$ cat src/rtl/tws_pkg.sv
package tws_pkg;

    typedef enum logic [1:0] {
        ST_IDLE = 2'd0,
        ST_XFER = 2'd1,
        ST_DONE = 2'd2
    } xfer_state_e;

    localparam logic [1:0] ADDR_DATA = 2'd0;
    localparam logic [1:0] ADDR_CTRL = 2'd1;
    localparam logic [1:0] ADDR_STAT = 2'd2;

    localparam int CTRL_MASTER = 0;
    localparam int CTRL_EDGE   = 1;
    localparam int CTRL_IE     = 2;
    localparam int CTRL_TOGGLE = 3;

    localparam int STAT_FLAG   = 0;

endpackage

$ cat src/rtl/tws_sck_sync.sv
module tws_sck_sync #(
    parameter int STAGES = 2
) (
    input  logic clk,
    input  logic rst_n,
    input  logic sck_raw,
    input  logic di_raw,
    output logic sck_s,
    output logic di_s,
    output logic rise,
    output logic fall
);

    logic [STAGES-1:0] sck_q;
    logic [STAGES-1:0] di_q;
    logic              sck_d;

    always_ff @(posedge clk or negedge rst_n) begin
        if (!rst_n) begin
            sck_q <= '0;
            di_q  <= '0;
            sck_d <= 1'b0;
        end else begin
            sck_q <= {sck_q[STAGES-2:0], sck_raw};
            di_q  <= {di_q[STAGES-2:0], di_raw};
            sck_d <= sck_q[STAGES-1];
        end
    end

    assign sck_s = sck_q[STAGES-1];
    assign di_s  = di_q[STAGES-1];
    assign rise  = sck_s & ~sck_d;
    assign fall  = ~sck_s & sck_d;

endmodule

$ cat src/rtl/tws_shift_reg.sv
module tws_shift_reg #(
    parameter int DATA_W = 8
) (
    input  logic              clk,
    input  logic              rst_n,
    input  logic              wr_en,
    input  logic [DATA_W-1:0] wdata,
    input  logic              sample_en,
    input  logic              shift_en,
    input  logic              din,
    output logic [DATA_W-1:0] data,
    output logic              dout
);

    logic samp;

    always_ff @(posedge clk or negedge rst_n) begin
        if (!rst_n) begin
            data <= '0;
            samp <= 1'b0;
        end else begin
            if (sample_en) begin
                samp <= din;
            end
            if (wr_en) begin
                data <= wdata;
            end else if (shift_en) begin
                data <= {data[DATA_W-2:0], samp};
            end
        end
    end

    assign dout = data[DATA_W-1];

    // a bus write lands in the register regardless of shifting
    p_load_r10: assert property (@(posedge clk) disable iff (!rst_n)
        wr_en |=> data == $past(wdata));

    // register moves only on a write or a shift edge
    p_hold_r3: assert property (@(posedge clk) disable iff (!rst_n)
        (!wr_en && !shift_en) |=> $stable(data));

    // the sample latch moves only on a sample edge
    p_samp_hold_r3: assert property (@(posedge clk) disable iff (!rst_n)
        !sample_en |=> $stable(samp));

endmodule

$ cat src/rtl/tws_xfer_ctrl.sv
module tws_xfer_ctrl
    import tws_pkg::*;
#(
    parameter int CNT_W = 4
) (
    input  logic             clk,
    input  logic             rst_n,
    input  logic             edge_ev,
    input  logic             clr,
    output logic [CNT_W-1:0] cnt,
    output logic             flag
);

    localparam logic [CNT_W-1:0] CNT_LAST = '1;

    xfer_state_e state, state_n;

    // state register
    always_ff @(posedge clk or negedge rst_n) begin
        if (!rst_n) begin
            state <= ST_IDLE;
        end else begin
            state <= state_n;
        end
    end

    // next state
    always_comb begin
        state_n = state;
        unique case (state)
            ST_IDLE: begin
                if (!clr && edge_ev) state_n = ST_XFER;
            end
            ST_XFER: begin
                if (clr)                                state_n = ST_IDLE;
                else if (edge_ev && cnt == CNT_LAST)    state_n = ST_DONE;
            end
            ST_DONE: begin
                if (clr) state_n = ST_IDLE;
            end
            default: state_n = ST_IDLE;
        endcase
    end

    // edge counter
    always_ff @(posedge clk or negedge rst_n) begin
        if (!rst_n) begin
            cnt <= '0;
        end else if (clr) begin
            cnt <= '0;
        end else if (edge_ev) begin
            cnt <= cnt + 1'b1;
        end
    end

    // outputs
    always_comb begin
        flag = (state == ST_DONE);
    end

    // one step per active edge
    p_cnt_step_r5: assert property (@(posedge clk) disable iff (!rst_n)
        (edge_ev && !clr) |=> cnt == CNT_W'($past(cnt) + 1'b1));

    // no edge, no count change
    p_cnt_hold_r5: assert property (@(posedge clk) disable iff (!rst_n)
        (!edge_ev && !clr) |=> $stable(cnt));

    // wrap sets the completion flag
    p_wrap_flag_r5: assert property (@(posedge clk) disable iff (!rst_n)
        (edge_ev && !clr && cnt == CNT_LAST) |=> (flag && cnt == '0));

    // flag is sticky
    p_flag_sticky_r6: assert property (@(posedge clk) disable iff (!rst_n)
        (flag && !clr) |=> flag);

    // clearing drops the flag and zeroes the count
    p_clear_r6: assert property (@(posedge clk) disable iff (!rst_n)
        clr |=> (!flag && cnt == '0));

endmodule

$ cat src/rtl/tws_shifter.sv
module tws_shifter
    import tws_pkg::*;
#(
    parameter int DATA_W      = 8,
    parameter int SYNC_STAGES = 2
) (
    input  logic              clk,
    input  logic              rst_n,
    input  logic [1:0]        bus_addr,
    input  logic              bus_wr,
    input  logic [DATA_W-1:0] bus_wdata,
    output logic [DATA_W-1:0] bus_rdata,
    input  logic              sck_in,
    input  logic              di_in,
    output logic              sck_out,
    output logic              do_out,
    output logic              irq
);

    localparam int EDGE_CNT = 2 * DATA_W;
    localparam int CNT_W    = $clog2(EDGE_CNT);

    logic              master_q, edge_sel_q, ie_q, sck_q;
    logic              wr_data, wr_ctrl, wr_stat;
    logic              toggle_req, clr;
    logic              s_sck, s_di, s_rise, s_fall;
    logic              rise, fall, edge_ev, sample_en, shift_en;
    logic [DATA_W-1:0] data;
    logic [CNT_W-1:0]  cnt;
    logic              flag;
    logic [DATA_W-1:0] ctrl_rd, stat_rd;

    // bus decode
    assign wr_data    = bus_wr && (bus_addr == ADDR_DATA);
    assign wr_ctrl    = bus_wr && (bus_addr == ADDR_CTRL);
    assign wr_stat    = bus_wr && (bus_addr == ADDR_STAT);
    assign clr        = wr_stat && bus_wdata[STAT_FLAG];
    assign toggle_req = wr_ctrl && bus_wdata[CTRL_TOGGLE]
                        && bus_wdata[CTRL_MASTER] && master_q;

    // control register and master clock
    always_ff @(posedge clk or negedge rst_n) begin
        if (!rst_n) begin
            master_q   <= 1'b0;
            edge_sel_q <= 1'b0;
            ie_q       <= 1'b0;
            sck_q      <= 1'b0;
        end else if (wr_ctrl) begin
            master_q   <= bus_wdata[CTRL_MASTER];
            edge_sel_q <= bus_wdata[CTRL_EDGE];
            ie_q       <= bus_wdata[CTRL_IE];
            if (!bus_wdata[CTRL_MASTER])  sck_q <= 1'b0;
            else if (toggle_req)          sck_q <= ~sck_q;
            else                          sck_q <= bus_wdata[CTRL_EDGE];
        end
    end

    tws_sck_sync #(
        .STAGES (SYNC_STAGES)
    ) u_sync (
        .clk     (clk),
        .rst_n   (rst_n),
        .sck_raw (sck_in),
        .di_raw  (di_in),
        .sck_s   (s_sck),
        .di_s    (s_di),
        .rise    (s_rise),
        .fall    (s_fall)
    );

    // edge selection per mode
    always_comb begin
        if (master_q) begin
            rise = toggle_req & ~sck_q;
            fall = toggle_req &  sck_q;
        end else begin
            rise = s_rise;
            fall = s_fall;
        end
        edge_ev   = rise | fall;
        sample_en = edge_sel_q ? fall : rise;
        shift_en  = edge_sel_q ? rise : fall;
    end

    tws_shift_reg #(
        .DATA_W (DATA_W)
    ) u_shift (
        .clk       (clk),
        .rst_n     (rst_n),
        .wr_en     (wr_data),
        .wdata     (bus_wdata),
        .sample_en (sample_en),
        .shift_en  (shift_en),
        .din       (s_di),
        .data      (data),
        .dout      (do_out)
    );

    tws_xfer_ctrl #(
        .CNT_W (CNT_W)
    ) u_ctrl (
        .clk     (clk),
        .rst_n   (rst_n),
        .edge_ev (edge_ev),
        .clr     (clr),
        .cnt     (cnt),
        .flag    (flag)
    );

    // read mux
    always_comb begin
        ctrl_rd              = '0;
        ctrl_rd[CTRL_MASTER] = master_q;
        ctrl_rd[CTRL_EDGE]   = edge_sel_q;
        ctrl_rd[CTRL_IE]     = ie_q;
        stat_rd                     = '0;
        stat_rd[STAT_FLAG]          = flag;
        stat_rd[DATA_W-1 -: CNT_W]  = cnt;
        unique case (bus_addr)
            ADDR_DATA: bus_rdata = data;
            ADDR_CTRL: bus_rdata = ctrl_rd;
            ADDR_STAT: bus_rdata = stat_rd;
            default:   bus_rdata = '0;
        endcase
    end

    assign sck_out = sck_q;
    assign irq     = flag & ie_q;

    // every honoured strobe inverts the clock pin
    p_toggle_r8: assert property (@(posedge clk) disable iff (!rst_n)
        toggle_req |=> sck_out != $past(sck_out));

    // the clock pin never moves without a control write
    p_sck_hold_r9: assert property (@(posedge clk) disable iff (!rst_n)
        !wr_ctrl |=> $stable(sck_out));

    // an edge is never both rising and falling
    p_one_role_r3: assert property (@(posedge clk) disable iff (!rst_n)
        !(sample_en && shift_en));

endmodule

$ cat config.mk
export PLATFORM = sky130hd
export DESIGN_NAME = tws_shifter
export DESIGN_NICKNAME = d
export VERILOG_FILES = /design/src/rtl/tws_pkg.sv /design/src/rtl/tws_sck_sync.sv /design/src/rtl/tws_shift_reg.sv /design/src/rtl/tws_xfer_ctrl.sv /design/src/rtl/tws_shifter.sv
export SDC_FILE = /design/constraint.sdc
export NUM_CORES = 1
export LEC_CHECK = 0
export CORE_UTILIZATION = 40
export DETAILED_ROUTE_END_ITERATION = 16
export GPL_TIMING_DRIVEN = 0
export PLACE_DENSITY = 0.67
export SLEW_MARGIN = 0
export SYNTH_ARGS = -nofsm -noshare
export SYNTH_HDL_FRONTEND = slang
export SYNTH_SLANG_ARGS = --single-unit
$ cat constraint.sdc
create_clock -name clk -period 2.1 [get_ports clk]
set_input_delay 0.63 -clock clk [delete_from_list [all_inputs] [get_ports clk]]
set_output_delay 0.63 -clock clk [all_outputs]
set_load 0.01 [all_outputs]
# == Word-level counts from Yosys, hierarchy flattened ==
# Cells that the tools add are included.
# word_totals
register_bits,24
inputBits,15
out_inout_bits,11
word_cells,60
# op_classes
n_addsub,1
eq_ne,8
n_mux,16
bitwise_logic,9
reduce_logical,15
# ops
op,n
$pmux 8 s3,1
$mux 8,2
$logic_and 1x1->1,9
$mux 2,4
$mux 4,2
$mux 1,6
$pmux 2 s3,1
$and 1x1->1,5
$add 4x1->4 const B,1
$eq 2x1->1 const B,2
$eq 2x2->1 const B,2
$eq 4x4->1 const B,1
$logic_not 2->1,2
$ne 2x1->1 const B,2
$reduce_bool 2->1,2
$ne 3x1->1 const B,1
$not 1->1,3
$reduce_and 3->1,1
$logic_not 1->1,1
$or 1x1->1,1

# == Depth between registers and ports, before layout ==
# depth
word_depth,12
depth_mapped,5

# == Hierarchy ==
# A second synthesis with hierarchy kept.
# hier_totals
cells_unflattened,117
area_unflattened_um2,1295.0
# by_module_without_submodules
module,instances,cells_each,area_each_um2,seq_area_each_um2
tws_shift_reg,1,37,416.6,225.2
tws_shifter,1,46,416.6,100.1
tws_xfer_ctrl,1,27,321.6,150.1
tws_sck_sync,1,7,140.1,125.1

# == Least setup slack after synthesis ==
# Ideal clock, no wire load.
# synth_timing
path_kind,in2reg
from,in bus_wr
to,reg u_shift.data[0]
setup_ps,125
t_arrival_ps,1774
required_ps,1975
slack_ps,201
cell_stages,5
path_buffers,1
path_cell_list,nor3b_2 -> buf_6 -> or2_1 -> o22ai_4 -> mux2_4
# synth_via
elab_chain_cells,8
word_cells_on_any_way,12
cone_classes,4 x mux; 2 x bitwise; 6 x reduce/logical
# synth_lines
element,line,source
from (decl),tws_shifter.sv:10,"input logic bus_wr,"
$logic_and 1x1->1,tws_shifter.sv:35,assign wr_ctrl = bus_wr && (bus_addr == ADDR_CTRL);
$logic_and 1x1->1,tws_shifter.sv:38,assign toggle_req = wr_ctrl && bus_wdata[CTRL_TOGGLE]
$logic_and 1x1->1 (2 in series),tws_shifter.sv:39,&& bus_wdata[CTRL_MASTER] && master_q;
$and 1x1->1 (on tied branches),"tws_shifter.sv:75, tws_shifter.sv:74",
$mux 1,tws_shifter.sv:73,if (master_q) begin
$mux 1,tws_shifter.sv:82,shift_en = edge_sel_q ? rise : fall;
$reduce_bool 2->1 (no line),-,
to (signal assigned),tws_shift_reg.sv:26,data <= wdata;
to (signal assigned),tws_shift_reg.sv:28,"data <= {data[DATA_W-2:0], samp};"
to (decl),tws_shift_reg.sv:11,"output logic [DATA_W-1:0] data,"
# Several ways; a longest one is shown, not always the timed one.
# A chain may end at the register's enable or synchronous reset.

# == Final worst setup path ==
# layout_timing
from,in bus_wdata[3]
to,reg u_shift.data[1]
# layout_via
elab_chain_cells,7
word_cells_on_any_way,9
cone_classes,3 x mux; 2 x bitwise; 4 x reduce/logical
# layout_lines
element,line,source
from (decl),tws_shifter.sv:11,"input logic [DATA_W-1:0] bus_wdata,"
$logic_and 1x1->1 *,tws_shifter.sv:38,
$logic_and 1x1->1 * (2 in series),tws_shifter.sv:39,
$and 1x1->1 (on tied branches),"tws_shifter.sv:75, tws_shifter.sv:74",
$mux 1,tws_shifter.sv:73,
$mux 1 *,tws_shifter.sv:82,
$reduce_bool 2->1 (no line) *,-,
# Mark *: on every way between the ends. The rest lies on a longest branch, timed or not.

==> results.toml <==
[flow_run]
maxCapViolCount = 0

[setup_path]
crit_slowest_cell = "clkdlybuf4s50_1"
crit_chain = "clkdlybuf4s50_1 -> nand3_1 -> o31ai_4 -> o22ai_4 -> buf_12 -> mux2_4"
cp.arrival_ns = 2.24
endpoint_kind = "flip-flop"
required_ns = 2.31
crit_type = "in -> reg"
cp_top_family = "buffers and inverters"
max_stage_delay_ns = 0.57
critPathMaxFanout = 8
r2r-start = "master_q"
start_kind = "primary input"
crit_start = "bus_wdata[3]"
critPathBufInv = 2

[detailed_routing]
firstDrtPassIters = 4
vias = 938
drt_iter0_markers = 17
finalWirelength_um = 2599
drtAntennaViolNets = 0
drc_errors = 0
vias_per_cell = 5.043
routedWlPerCell_um = 13.97

[finish]
finish.instance_area_sq_um = 1678
num-nets-final = 160
area_growth_pct = 27.84
final_cell_mix = "24 x dfrtp_1, 13 x clkdlybuf4s50_1, 11 x mux2_2"
layout-drive-gt1-share_pct = 34.51
antenna_cells = 0
final_core_util_pct = 54.51
final_common_cell = "dfrtp_1"

[yosys]
synth.net_count = 123
synthXorXnorAreaFrac_pct = 0.6673
synthAdderAreaFrac_pct = 0.9533
synthSimpleGateAreaFrac_pct = 14.68
synth-compound-area-share_pct = 9.342
syn_area_sq_um = 1313
synth_top_family_by_area = "multiplexers"
ys_ff_latch = 24
netlist_instances = 107
ys_warn_count = 0
yosysUniqueCellTypes = 31
yosysSeqAreaShare_pct = 45.76
synth_mux_area_share_pct = 25.45
syn_area_per_cell_sq_um = 12.27

[sta]
setup_tns_ns = 0
worst_hold_slack_ns = 0.3613
fin_crit_ns = 2.032
worst_slew_pin_slew_ns = 1.087
drv_slew = 0
skew_ns = 0.01096
fin_crit_sh_pct = 96.76
fmax_mhz = 492.1
hold_viol = 0
slew_headroom_pct = 27.30
setup_viol_count_final = 0
rsz0062_at_grt = "no"

[grt]
first_global_vias = 938
grt_usage_pct = 17.09
grt_pass1_wl_um = 4429
grt.overflow.total = 0
antenna_found_initial = 0
grt_max_degree = 25

[place]
place.gp.congestion = 0.7143
port_buffers = 25
placement.cell_area_sq_um = 1618
dp_hpwl_um = 1869

[clock_network]
cts_sinks = 24
worstSkewPairLatency_ns = 0.32
h-tree-depth = 1
numCtsBuffers = 3
cts_root_buffer = "clkbuf_4"
clockBufferDepth = 2
cts.reportedPaths.clkPinSlew_ns = 0.12
tritoncts = "built"

[hold_path]
min_from = "u_sync.sck_q[0]"
holdCritPathClass = "reg -> reg"

[die]
chipWidth_um = 59.28
die_h_um = 59.28
die_area_sq_um = 3514
rows = 20
initial_core_util_pct = 42.64
io_pins = 26
coreArea_sq_um = 3078

[pwr]
p_total_mw = 1.547
peakVddDrop_v = 0.0004746
power_density_nw_per_um2 = 922.0
cellLeakagePower_nw = 0.7707

[outcome]
status = "finished, final reports clean"
==> repair_timing <==
action	in CTS	in global routing
endpoints found under the hold margin	0	0
buffers inserted	8	0
pin swaps	2	1
hold buffers	0	0
setup endpoints to repair	19	3
gates resized for setup	42	2
==> state kept, by name (all words and copies together) (netlist names) <==
name / count
edge_sel_q: 1
ie_q: 1
master_q: 1
sck_out: 1
u_ctrl.cnt: 4
u_ctrl.state: 2
u_shift.data: 8
u_shift.samp: 1
u_sync.di_q: 2
u_sync.sck_d: 1
u_sync.sck_q: 2
==> power by group <==
part,switching (mW),internal [mW]
combinational,0.225,0.391
sequential,0.128,0.602
clock,0.134,0.0671
==> synth_stat cells <==
library cell  count  area share [%]
dfrtp_1          24              46
mux2_2           11             9.4
mux2i_1           9             6.9
nor2_1            9             2.6
mux2_4            8             9.2
a21oi_1           5             1.9
nand2_1           5             1.4
inv_1             3            0.86
nand2b_1          3             1.4
o21ai_0           3             1.1
or3_1             3             1.4
buf_6             2             1.7
nand3_1           2            0.76
nand4_1           2            0.95
or3b_4            2             1.7
and3_1            1            0.48
buf_4             1            0.57
ha_1              1            0.95
nand3b_4          1             1.5
nor3_1            1            0.38
nor3b_1           1            0.57
nor3b_2           1            0.95
o211a_1           1            0.76
o211ai_1          1            0.57
o21ai_2           1            0.67
o22ai_1           1            0.48
o22ai_4           1             1.5
o31ai_4           1             1.6
o41ai_1           1            0.67
or2_1             1            0.48
xnor2_1           1            0.67
==> per-stage QoR <==
| stage | worst slack [ns] | instances |
|---|---|---|
| floorplan | 0.2012 | 107 |
| global placement | -0.7125 | 176 |
| detailed placement | -0.7071 | 176 |
| CTS | 0.02087 | 187 |
| global route | 0.002576 | 186 |
| finish | 0.06804 | 186 |
==> final cells by class <==
type	count	area (sq um)
tap	44	55.05
clock buffer	3	22.52
inverter	3	11.26
multi-input combinational	77	670.6
timing repair buffer	33	295.3
buffer	2	22.52
sequential	24	600.6
fill	287	1400
==> cells by family (layout without fill, tap and decap cells) <==
kind of cell | count (synthesis) | after routing
simple gates | 32 | 32
mux | 28 | 28
flops | 24 | 24
compound gates | 15 | 15
buf+inv | 6 | 41
fa+ha+maj | 1 | 1
xor+xnor | 1 | 1
==> final timing paths <==
path	slack [ns]	endpoint	cells after the start
setup / recovery	0.07	u_shift.data[1]	6
hold / removal	0.36	u_sync.sck_q[1]	0
setup reg to reg	0.40	u_ctrl.state[1]	4
hold reg to reg	0.36	u_sync.sck_q[1]	0
max in group asynchronous	0.56	sck_out	1
min in group asynchronous	0.89	u_shift.data[2]	1
==> metal layers <==
metal | track usage (%) | up-vias | wire length [um]
met5 | 0 | - | 0
met4 | 6.122 | 0 | 24
met3 | 2.183 | 2 | 92
met2 | 26.48 | 19 | 1225
met1 | 24.54 | 460 | 1257
li1 | - | 457 | -
(Power assumes the default switching activity.)
